===== config.mk =====
export PLATFORM = sky130hd
export DESIGN_NAME = asid_tlb
export DESIGN_NICKNAME = d
export VERILOG_FILES = /design/src/rtl/asid_tlb.sv
export SDC_FILE = /design/constraint.sdc
export NUM_CORES = 2
export LEC_CHECK = 0
export BUFFER_PORTS_ARGS = -buffer_cell sky130_fd_sc_hd__buf_2
export CAP_MARGIN = 30
export CORE_AREA = 2 2 229 457
export CTS_CLUSTER_SIZE = 14
export DETAILED_ROUTE_END_ITERATION = 6
export DIE_AREA = 0 0 231 459
export PLACE_DENSITY = 0.65
export SKIP_LAST_GASP = 1
export SYNTH_ARGS = -nofsm -noshare
export SYNTH_HDL_FRONTEND = slang
export SYNTH_SLANG_ARGS = --single-unit

===== constraint.sdc =====
create_clock -name clk -period 9.35 [get_ports clk]
set_input_delay 0.935 -clock clk [delete_from_list [all_inputs] [get_ports clk]]
set_output_delay 0.935 -clock clk [all_outputs]
set_load 0.01 [all_outputs]

===== src/rtl/asid_tlb.sv =====
module asid_tlb #(
  parameter int ENTRIES = 16,
  parameter int VPN_W   = 20,
  parameter int PPN_W   = 20,
  parameter int ASN_W   = 8,
  parameter int MODES   = 4
) (
  input  logic             clk,
  input  logic             rst_n,
  input  logic [VPN_W-1:0] lk_vpn,
  input  logic [ASN_W-1:0] lk_asn,
  output logic             lk_hit,
  output logic [PPN_W-1:0] lk_ppn,
  output logic [MODES-1:0] lk_rd_en,
  output logic [MODES-1:0] lk_wr_en,
  output logic             lk_fault_rd,
  output logic             lk_fault_wr,
  output logic             lk_global,
  input  logic             ins_en,
  input  logic [VPN_W-1:0] ins_vpn,
  input  logic [ASN_W-1:0] ins_asn,
  input  logic             ins_global,
  input  logic [PPN_W-1:0] ins_ppn,
  input  logic [MODES-1:0] ins_rd_en,
  input  logic [MODES-1:0] ins_wr_en,
  input  logic             ins_fault_rd,
  input  logic             ins_fault_wr,
  input  logic             fl_all,
  input  logic             fl_proc,
  input  logic             fl_addr,
  input  logic [VPN_W-1:0] fl_vpn,
  input  logic [ASN_W-1:0] fl_asn
);
  localparam int IDX_W = (ENTRIES > 1) ? $clog2(ENTRIES) : 1;
  localparam logic [IDX_W-1:0] LAST = IDX_W'(ENTRIES - 1);

  logic [ENTRIES-1:0] vld, glb, frd, fwr;
  logic [VPN_W-1:0]   tag  [ENTRIES];
  logic [ASN_W-1:0]   asn  [ENTRIES];
  logic [PPN_W-1:0]   ppn  [ENTRIES];
  logic [MODES-1:0]   rde  [ENTRIES];
  logic [MODES-1:0]   wre  [ENTRIES];
  logic [IDX_W-1:0]   vptr;

  logic [ENTRIES-1:0] lk_match, fl_match;

  wire do_all  = fl_all;
  wire do_proc = !fl_all && fl_proc;
  wire do_addr = !fl_all && !fl_proc && fl_addr;
  wire do_ins  = !fl_all && !fl_proc && !fl_addr && ins_en;

  for (genvar g = 0; g < ENTRIES; g++) begin : g_cmp
    assign lk_match[g] = vld[g] && tag[g] == lk_vpn && (glb[g] || asn[g] == lk_asn);
    assign fl_match[g] = vld[g] && tag[g] == fl_vpn && (glb[g] || asn[g] == fl_asn);
  end

  logic [IDX_W-1:0] sel;
  always_comb begin
    sel = '0;
    for (int i = ENTRIES - 1; i >= 0; i--)
      if (lk_match[i]) sel = IDX_W'(i);
  end

  assign lk_hit      = |lk_match;
  assign lk_ppn      = lk_hit ? ppn[sel] : '0;
  assign lk_rd_en    = lk_hit ? rde[sel] : '0;
  assign lk_wr_en    = lk_hit ? wre[sel] : '0;
  assign lk_fault_rd = lk_hit && frd[sel];
  assign lk_fault_wr = lk_hit && fwr[sel];
  assign lk_global   = lk_hit && glb[sel];

  always_ff @(posedge clk) begin
    if (!rst_n || do_all) begin
      vptr <= '0;
      vld  <= '0;
      glb  <= '0;
      frd  <= '0;
      fwr  <= '0;
      for (int i = 0; i < ENTRIES; i++) begin
        tag[i] <= '0;
        asn[i] <= '0;
        ppn[i] <= '0;
        rde[i] <= '0;
        wre[i] <= '0;
      end
    end else if (do_proc) begin
      vld <= vld & glb;
    end else if (do_addr) begin
      vld <= vld & ~fl_match;
    end else if (do_ins) begin
      vld[vptr]  <= 1'b1;
      glb[vptr]  <= ins_global;
      frd[vptr]  <= ins_fault_rd;
      fwr[vptr]  <= ins_fault_wr;
      tag[vptr]  <= ins_vpn;
      asn[vptr]  <= ins_asn;
      ppn[vptr]  <= ins_ppn;
      rde[vptr]  <= ins_rd_en;
      wre[vptr]  <= ins_wr_en;
      vptr       <= (vptr == LAST) ? '0 : vptr + 1'b1;
    end
  end

  a_r3_insert_visible: assert property (@(posedge clk) disable iff (!rst_n)
    do_ins |=> ((lk_vpn == $past(ins_vpn) && lk_asn == $past(ins_asn)) -> lk_hit));

  a_r3_ptr_advance: assert property (@(posedge clk) disable iff (!rst_n)
    do_ins |=> vptr == (($past(vptr) == LAST) ? '0 : $past(vptr) + 1'b1));

  a_r5_flush_all_empty: assert property (@(posedge clk) disable iff (!rst_n)
    fl_all |=> (!lk_hit && vptr == '0));

  a_r6_proc_keeps_global: assert property (@(posedge clk) disable iff (!rst_n)
    do_proc |=> (!lk_hit || lk_global));

  a_r6_proc_ptr_hold: assert property (@(posedge clk) disable iff (!rst_n)
    do_proc |=> $stable(vptr));

  a_r7_addr_gone: assert property (@(posedge clk) disable iff (!rst_n)
    do_addr |=> ((lk_vpn == $past(fl_vpn) && lk_asn == $past(fl_asn)) -> !lk_hit));

  a_r2_miss_zero: assert property (@(posedge clk) disable iff (!rst_n)
    !lk_hit |-> (lk_ppn == '0 && lk_rd_en == '0 && lk_wr_en == '0 && !lk_global));
endmodule


==> impl_results.rst <==
.. list-table::
   :header-rows: 1

   * - Metric
     - Value
   * - Type of the worst setup path
     - in -> out
   * - Post-detailed-route wirelength per cell
     - 30.4 um
   * - Clock latency on the worst-skew pair
     - 0.71 ns
   * - Area growth from synthesis to final layout
     - 8.58%
   * - Category of the worst setup path capture point
     - output pin
   * - Kind of start point of the critical path
     - primary input
   * - Hold violation count in the final report
     - 0
   * - # Max-Cap Violations
     - 0
   * - Via count of the routed design
     - approximately 34000
   * - Non-filler instance count after layout
     - between 5000 and 6000
   * - Max rail drop VDD
     - 0.172 mV
   * - Synthesized cell area
     - 0.0509 mm^2
   * - Net total in the final layout
     - 4210
   * - Remaining routing DRC violations
     - 0
   * - Setup repair after global routing missed its margin
     - false
   * - I/O pin total
     - approximately 150
   * - Resize count post-CTS
     - 0
   * - Placed inst area
     - 0.0523 mm^2
   * - Result of the run
     - finished clean
   * - Number of vias per cell
     - 6.12
   * - Area used by multi-input combinational logic
     - roughly 0.021 mm^2
   * - Largest net degree at the start of global routing
     - 229
   * - Area taken by flip-flops and latches
     - between 0.02 and 0.03 mm^2
   * - Number of antenna violations at the first check in global routing
     - 14
   * - CTS tree
     - done
   * - Filler cells
     - between 8000 and 9000
   * - Clock sink total
     - 964
   * - Fraction of layout instances using a drive strength above 1
     - 12.0%
   * - Prevailing post-synth register cell
     - sky130_fd_sc_hd__edfxtp_1
   * - Most common cell in the netlist
     - sky130_fd_sc_hd__edfxtp_1
   * - Routed WL
     - 168000 um
   * - Type of the tightest min-delay check
     - reg -> reg
   * - Largest delay share family, worst path
     - simple AND/OR/NAND/NOR gates
   * - Share of synthesized registers carrying an async set or reset
     - 0%
   * - Cell type of the slowest stage on the worst timing path
     - sky130_fd_sc_hd__nor4_1
   * - Final critical-path required period
     - approximately 7.5 ns
   * - Share of the synthesized area in the top cell type
     - 52.8%
   * - Number of buffers inserted during clock tree synthesis
     - 90
   * - Data arrival, critical path
     - between 6 and 7 ns
   * - Count of antenna-violating nets left after detailed routing
     - 0
   * - Buffers inserted by post-CTS timing repair
     - 0
   * - Cell count after synthesis
     - 4158
   * - Number of port buffers
     - 152
   * - Cts hold-fix bufs
     - 0
   * - Placed wire-length estimate after detailed placement
     - 98800 um
   * - Chain of cells forming the critical path
     - buf_2 -> xor2_1 -> nor4_1 -> nand4_1 -> nor4_1 -> nor4b_1 -> a2111oi_2 -> or2_4 -> buf_12 -> mux2_2 -> o22ai_1 -> o21ai_1 -> o211a_1 -> buf_2
   * - Leading post-synthesis cells by instance count
     - sky130_fd_sc_hd__edfxtp_1, sky130_fd_sc_hd__xor2_1, sky130_fd_sc_hd__and2_1
   * - Total number of H-tree levels
     - 3
   * - Final critical-path share of the clock period
     - between 80 and 90%
   * - Maximum frequency from static timing analysis
     - 0.133 GHz
   * - Post-synthesis area per instance
     - 12.2 um^2
   * - Core Rows
     - between 150 and 200
   * - Vias in the first global route
     - 33900
   * - Sequential element share of the synthesized area
     - 55.5%
   * - Final Cell Area
     - 0.0553 mm^2
   * - Stage delay of the slowest cell on the critical path
     - around 0.9 ns
   * - Pwr/cell area
     - 172 mW/mm^2
   * - Global-route wire length before repair
     - 240000 um
   * - Headroom to the max-slew limit
     - 32.2%
   * - Slew at the pin closest to its max-slew limit
     - 1.02 ns
   * - Final Max Tran Viols
     - 0
   * - Biggest fanout along the worst timing path
     - just over 90
   * - Chip Height
     - 459 um
   * - Cell type with the largest total area after synthesis
     - sky130_fd_sc_hd__edfxtp_1
   * - Aggregate global routing overflow
     - 0
   * - Setup skew after layout
     - 0.0248 ns
   * - Router iterations before antenna repair
     - 7
   * - Setup TNS Final
     - 0 ns
   * - Root Buffer Master
     - sky130_fd_sc_hd__clkbuf_16
   * - Global routing usage summed across all routing layers
     - a little under a third
   * - Number of flops mapped to enable cells by yosys
     - 896
   * - Gp weighted congestion
     - just under 1
   * - Number of cells after detailed placement
     - 5344
   * - Cell variety after synth
     - 50
   * - Initial core utilization
     - around half
   * - Final-report setup violation count
     - 0
   * - CTS Buffer Depth
     - 3
   * - Horizontal extent of the die
     - 231 um
   * - Leakage component of the power
     - ~22 nW
   * - Flop and latch count out of synthesis
     - 964
   * - Data required time at the worst endpoint
     - between 8 and 9 ns
   * - Total Die Area
     - 0.106 mm^2
   * - Number of nets produced by synthesis
     - 4283
   * - Standard cell core area
     - 0.103 mm^2
   * - Warning count from the yosys run
     - 0
   * - Biggest area contributors in the synthesized netlist
     - sky130_fd_sc_hd__edfxtp_1, sky130_fd_sc_hd__xor2_1, sky130_fd_sc_hd__and2_1, sky130_fd_sc_hd__and3_1, sky130_fd_sc_hd__dfxtp_1
   * - Critical path buffers and inverters
     - 3
   * - Register clock-pin slew on the reported worst setup and hold paths
     - 0.06 ns
   * - DRC marker count from the first detailed-route iteration
     - 4063
cells in the final DEF, fill, tap and decap left out, drive strengths merged, types with 34 or more instances in the layout:
cell type,Yosys,layout
edfxtp,896,896
xor2,761,761
and2,682,682
and3,234,234
buf,110,213
nor4,181,181
xnor2,138,138
mux2i,129,129
mux2,120,120
clkbuf,268,118
a21oi,70,70
dfxtp,68,68
o22ai,60,60
nand4,58,58
o21ai,48,48
a22o,42,42
nor3,41,41
nand2,39,39
clkinv,0,34
cell type report:
type | count | area share (%)
Antenna cell | 4 | 0.0181
Clock buffer | 118 | 4.40
Inverter | 23 | 0.167
Timing Repair Buffer | 213 | 2.38
Sequential cell | 964 | 51.1
Multi-Input combinational cell | 2793 | 37.9
Clock inverter | 48 | 0.928
Tap cell | 1352 | 3.06
routing by layer:
layer / global-route usage [%] / routed length (um) / vias to the layer above
li1: - / - / 14600
met1: 41.4 / 65900 / 17000
met2: 50.7 / 79300 / 1743
met3: 5.13 / 14200 / 387
met4: 15.6 / 8290 / 4
met5: 0 / 25 / -
registers in the layout, indices dropped and copies added (netlist names):
name	count
fwr	16
glb	16
wre	64
ppn	320
asn	128
vptr	4
rde	64
vld	16
frd	16
tag	320
worst paths after layout:
kind	start	to	slack (ns)	cells past startpoint
worst max-delay path	lk_vpn[5]	lk_ppn[19]	1.85	14
worst min-delay path	fwr[1]	fwr[1]	0.47	2
worst max register to register	vptr[0]	ppn[3][14]	5.74	6
worst min register to register	fwr[1]	fwr[1]	0.47	2
worst reg2reg max path: stages (launching register included):
cell                      delay, ns
sky130_fd_sc_hd__dfxtp_1       0.43
sky130_fd_sc_hd__ha_2          0.21
sky130_fd_sc_hd__buf_4         0.65
sky130_fd_sc_hd__and2_0        0.43
sky130_fd_sc_hd__a21oi_1       0.24
sky130_fd_sc_hd__inv_2         0.61
sky130_fd_sc_hd__buf_4         0.63
kinds of logic after synthesis:
logic type,synth area share (%)
and+or+nand+nor,15.8
xor gates and xnor gates,15.5
adders and majority gates,0.0983
muxes,5.19
DFF,55.5
buffers and inverters,3.52
AOI/OAI and AO/OA,4.47
per-stage QoR:
| stage | util [%] | setup slack, ns | power [W] | hold slack, ns |
|---|---|---|---|---|
| after floorplan | - | 4.47 | 0.00552 | 0.436 |
| after global placement | 50.8 | 2.15 | 0.00581 | 0.446 |
| after detailed placement | 50.9 | 2.08 | 0.00582 | 0.456 |
| after CTS | 53.8 | 2.08 | 0.00955 | 0.465 |
| after global routing | 53.8 | 1.81 | 0.00978 | 0.487 |
| final | 53.8 | 1.85 | 0.00953 | 0.470 |
power breakdown:
| group | switching (W) | internal [W] |
|---|---|---|
| clock | 0.00169 | 0.00209 |
| sequential | 0.000111 | 0.00488 |
| combinational | 0.000531 | 0.000233 |
| total | 0.00233 | 0.00720 |
(Power assumes the default switching activity.)
